[config.mk]
export PLATFORM = sky130hd
export DESIGN_NAME = ncl_pipe_stage
export DESIGN_NICKNAME = d
export VERILOG_FILES = /design/src/rtl/ncl_stage_pkg.sv /design/src/rtl/ncl_th_cell.sv /design/src/rtl/ncl_rail_reg.sv /design/src/rtl/ncl_completion.sv /design/src/rtl/ncl_pipe_stage.sv
export SDC_FILE = /design/constraint.sdc
export NUM_CORES = 1
export LEC_CHECK = 0
export ABC_AREA = 1
export BUFFER_PORTS_ARGS = -buffer_cell sky130_fd_sc_hd__buf_2
export CORE_MARGIN = 10
export CORE_UTILIZATION = 35
export CTS_CLUSTER_DIAMETER = 40
export DETAILED_ROUTE_END_ITERATION = 16
export GPL_ROUTABILITY_DRIVEN = 0
export HOLD_SLACK_MARGIN = 0.06
export PLACE_DENSITY = 0.58
export SLEW_MARGIN = 25
export SYNTH_ARGS = -nofsm -noshare
export SYNTH_HDL_FRONTEND = slang
export SYNTH_HIERARCHICAL = 1
export SYNTH_SLANG_ARGS = --single-unit
export TNS_END_PERCENT = 100
[constraint.sdc]
create_clock -name clk -period 1.6 [get_ports clk]
set_input_delay 0.16 -clock clk [delete_from_list [all_inputs] [get_ports clk]]
set_output_delay 0.16 -clock clk [all_outputs]
set_load 0.03 [all_outputs]
[src/rtl/ncl_stage_pkg.sv]
package ncl_stage_pkg;

    typedef enum logic [1:0] {
        GRP_EMPTY   = 2'd0,
        GRP_ZERO    = 2'd1,
        GRP_ONE     = 2'd2,
        GRP_BAD     = 2'd3
    } grp_class_e;

    function automatic grp_class_e classify(input logic zr, input logic or_);
        case ({or_, zr})
            2'b00:   return GRP_EMPTY;
            2'b01:   return GRP_ZERO;
            2'b10:   return GRP_ONE;
            default: return GRP_BAD;
        endcase
    endfunction

    // next state of a hysteresis threshold element
    function automatic logic th_next(input int hits, input int thresh, input logic cur);
        if (hits >= thresh)
            return 1'b1;
        else if (hits == 0)
            return 1'b0;
        else
            return cur;
    endfunction

endpackage

[src/rtl/ncl_th_cell.sv]
module ncl_th_cell #(
    parameter int M = 2,
    parameter int N = 2
) (
    input  logic         clk,
    input  logic         rst,
    input  logic [N-1:0] in_rails,
    output logic         q
);
    import ncl_stage_pkg::*;

    int hits;

    always_comb hits = $countones(in_rails);

    always_ff @(posedge clk) begin
        if (rst)
            q <= 1'b0;
        else
            q <= th_next(hits, M, q);
    end
endmodule

[src/rtl/ncl_rail_reg.sv]
module ncl_rail_reg #(
    parameter int N = 4
) (
    input  logic         clk,
    input  logic         rst,
    input  logic [N-1:0] din_r0,
    input  logic [N-1:0] din_r1,
    input  logic         ki,
    output logic [N-1:0] dout_r0,
    output logic [N-1:0] dout_r1
);
    for (genvar g = 0; g < N; g++) begin : g_bit
        ncl_th_cell #(.M(2), .N(2)) u_c0 (
            .clk      (clk),
            .rst      (rst),
            .in_rails ({din_r0[g], ki}),
            .q        (dout_r0[g])
        );
        ncl_th_cell #(.M(2), .N(2)) u_c1 (
            .clk      (clk),
            .rst      (rst),
            .in_rails ({din_r1[g], ki}),
            .q        (dout_r1[g])
        );
    end
endmodule

[src/rtl/ncl_completion.sv]
module ncl_completion #(
    parameter int N = 4
) (
    input  logic         clk,
    input  logic         rst,
    input  logic [N-1:0] grp_r0,
    input  logic [N-1:0] grp_r1,
    output logic         req_data
);
    logic [N-1:0] grp_live;
    logic         done;

    for (genvar g = 0; g < N; g++) begin : g_or
        assign grp_live[g] = grp_r0[g] | grp_r1[g];
    end

    ncl_th_cell #(.M(N), .N(N)) u_tree (
        .clk      (clk),
        .rst      (rst),
        .in_rails (grp_live),
        .q        (done)
    );

    assign req_data = ~done;
endmodule

[src/rtl/ncl_pipe_stage.sv]
module ncl_pipe_stage #(
    parameter int N = 4
) (
    input  logic         clk,
    input  logic         rst,
    input  logic [N-1:0] din_r0,
    input  logic [N-1:0] din_r1,
    input  logic         ki,
    output logic [N-1:0] dout_r0,
    output logic [N-1:0] dout_r1,
    output logic         ko
);
    ncl_rail_reg #(.N(N)) u_reg (
        .clk     (clk),
        .rst     (rst),
        .din_r0  (din_r0),
        .din_r1  (din_r1),
        .ki      (ki),
        .dout_r0 (dout_r0),
        .dout_r1 (dout_r1)
    );

    ncl_completion #(.N(N)) u_cd (
        .clk      (clk),
        .rst      (rst),
        .grp_r0   (dout_r0),
        .grp_r1   (dout_r1),
        .req_data (ko)
    );
endmodule

==> key figures <==
Cells and area
  – Antenna Cells: 0
  – Fraction of layout cells with a size suffix above 1: 43.7%
  – Finished Cell Area: 836 um^2
  – Final Non-Filler Cells: 135
  – Post-layout net count: 142
  – Area growth, synth to finish: 37.7%

Setup path
  – WP data required: 1780 ps
  – Crit start category: register
  – Critical path class: register to register
  – Crit path max fanout: 2
  – Data arrival, critical path: 1870 ps
  – Crit end category: register

Floorplan
  – # IOs: 20
  – Die Y: 61.6 um
  – Total die area: 0.00380 mm^2
  – Row count: 14
  – Die X-Extent: 61.6 um
  – Initial Util: 38.5%
  – Core area: 0.00158 mm^2

GRT
  – Pin count of the biggest net entering global routing: 10
  – GRT overflow: 0
  – Number of global-route vias before repair: 501
  – Overall Global Routing Usage: 7.15%
  – Initial antenna violation count: 0
  – Global-route wire length before repair: 2010 um

Flow run
  – Maxcap violations: 0

Status
  – Failing checks: setup timing
  – Status: finished with violations

Placed design
  – IO buf count: 19
  – Placed Instances: 130
  – Place WS: -153 ps
  – Final HPWL DP: 1030 um
  – DP Area: 782 um^2

Drt
  – Final wirelength: 1210 um
  – First-iteration detailed-routing DRC count: 3
  – Antenna-violating nets left: 0
  – DRC: 0
  – Pre-antenna DRT Iters: 4
  – Wirelength per Cell: 8.93 um
  – Via count: 557
  – Avg Vias per Cell: 4.13

STA
  – Final Max Slew Viols: 0
  – Pin slew with the least headroom to its limit: 184 ps
  – Final WS setup: -87.9 ps
  – Clk_skew: 2.92 ps
  – Minimum hold slack: 206 ps
  – RSZ-0062 raised after global routing: yes
  – Final Hold Fails: 0
  – Period utilization: 105%
  – Min Tclk post-route: 1690 ps
  – Max frequency: 592 MHz
  – Final setup viols: 1
  – Slew headroom: 87.7%
  – Setup TNS: -87.9 ps

Yosys
  – Syn_nets: 111
  – FF+latch count, synth: 9
  – Yosys warnings: 6
  – Syn Std Cell Area: 607 um^2
  – Netlist cell types: 9
  – Sequential fraction of the synthesis area: 29.7%
  – Syn avg cell area: 6.82 um^2
  – Mapped Cells: 89

Worst hold path
  – Min-delay worst type: input pin to register

Clocking
  – CTS tree: yes
  – CTS root buf: clkbuf_4
  – Clock buffer depth: 2
  – H-Tree Depth: 1
  – Hold_buf cts: 0
  – Clock sink total: 9
  – CTS Buf Count: 3
  – Worst-path clk slew: 60 ps
  – Clock latency on the worst-skew pair: 260 ps

Power and ir drop
  – Power per cell area: 825 mW/mm^2
  – Maximum vdd drop: 0.603 mV
  – Lkg Pwr: 0.498 nW
final timing paths:
check                                                  end                               start  slack [ps]  cells after the start
worst min register to register  u_cd/u_tree/q$_SDFFE_PP0P_          u_cd/u_tree/q$_SDFFE_PP0P_         500                      2
worst max register to register  u_cd/u_tree/q$_SDFFE_PP0P_  u_reg/g_bit[3].u_c1/q$_SDFFE_PP0P_         -90                      9
worst min-delay path            u_cd/u_tree/q$_SDFFE_PP0P_                                 rst         210                      2
worst max-delay path            u_cd/u_tree/q$_SDFFE_PP0P_  u_reg/g_bit[3].u_c1/q$_SDFFE_PP0P_         -90                      9
power breakdown:
part	leakage, nW	total, W	switching, W	internal [W]
Clock	0.0150	0.000170	0.0000739	0.0000958
Combinational	0.406	0.000262	0.000153	0.000109
Sequential	0.0772	0.000258	0.0000113	0.000247
registers in the layout, summed over array words and instances, names as in the netlist:
register and cells:
u_cd/u_tree/q 1, u_reg/g_bit.u_c0/q 4, u_reg/g_bit.u_c1/q 4
layer usage:
metal  vias to the layer above  share of wire [%]  wire (um)  global-route usage (%)
li1                        309                  -          -                       -
met1                       235                 39        470                    7.05
met2                        11                 52        624                    11.7
met3                         2                8.5        103                    5.35
met4                         0               0.66          8                    1.91
met5                         -                  0          0                       0
logic make-up after synthesis:
| group | share of synthesized area, % |
|---|---|
| AND/OR/NAND/NOR | 25.6 |
| buffers and inverters | 19.2 |
| flip-flops | 29.7 |
| adder cells (fa/ha/maj) | 23.9 |
| AO/OA/AOI/OAI | 1.65 |
cell usage after synthesis:
| cell | count | share of area (%) |
|---|---|---|
| nor2_2 | 8 | 8.2 |
| nand2_1 | 20 | 12 |
| inv_1 | 31 | 19 |
| nor2_1 | 8 | 4.9 |
| o21ai_1 | 1 | 0.82 |
| ha_1 | 10 | 21 |
| a21oi_1 | 1 | 0.82 |
| dfxtp_1 | 9 | 30 |
| fa_1 | 1 | 3.3 |
critical path, cell delays in order (launching register included):
cell	delay, ps
dfxtp_2	330
inv_2	30
nand2_2	50
inv_2	30
fa_1	520
inv_1	40
ha_2	170
ha_4	260
o21ai_1	50
a21oi_1	130
per-stage QoR:
stage	total power (W)	util, %
final	0.000690	53.0
after global routing	0.000759	53.0
after CTS	0.000696	52.2
after detailed placement	0.000507	49.6
after global placement	0.000497	49.6
after floorplan	0.000426	-
layout make-up:
cell class / instances / area [um^2]
sequential: 9 / 195
multi-input combinational: 49 / 330
tap: 16 / 20.0
inverter: 31 / 116
fill: 173 / 741
clock buffer: 4 / 26.3
timing repair buffer: 26 / 148
placed cells by master (no fill, tap or decap), drive strengths merged:
master,instances
a21oi,1
buf,26
clkbuf,4
dfxtp,9
fa,1
ha,10
inv,31
nand2,20
nor2,16
o21ai,1
repair_timing:
| item | CTS | global route |
|---|---|---|
| endpoints found under the setup margin | 1 | 1 |
| buffers inserted | 0 | 1 |
| pin swaps | 5 | 7 |
| endpoints found under the hold margin | 0 | 0 |
| gates resized for setup | 3 | 6 |
Note: power is estimated with default switching activity, not from simulation.
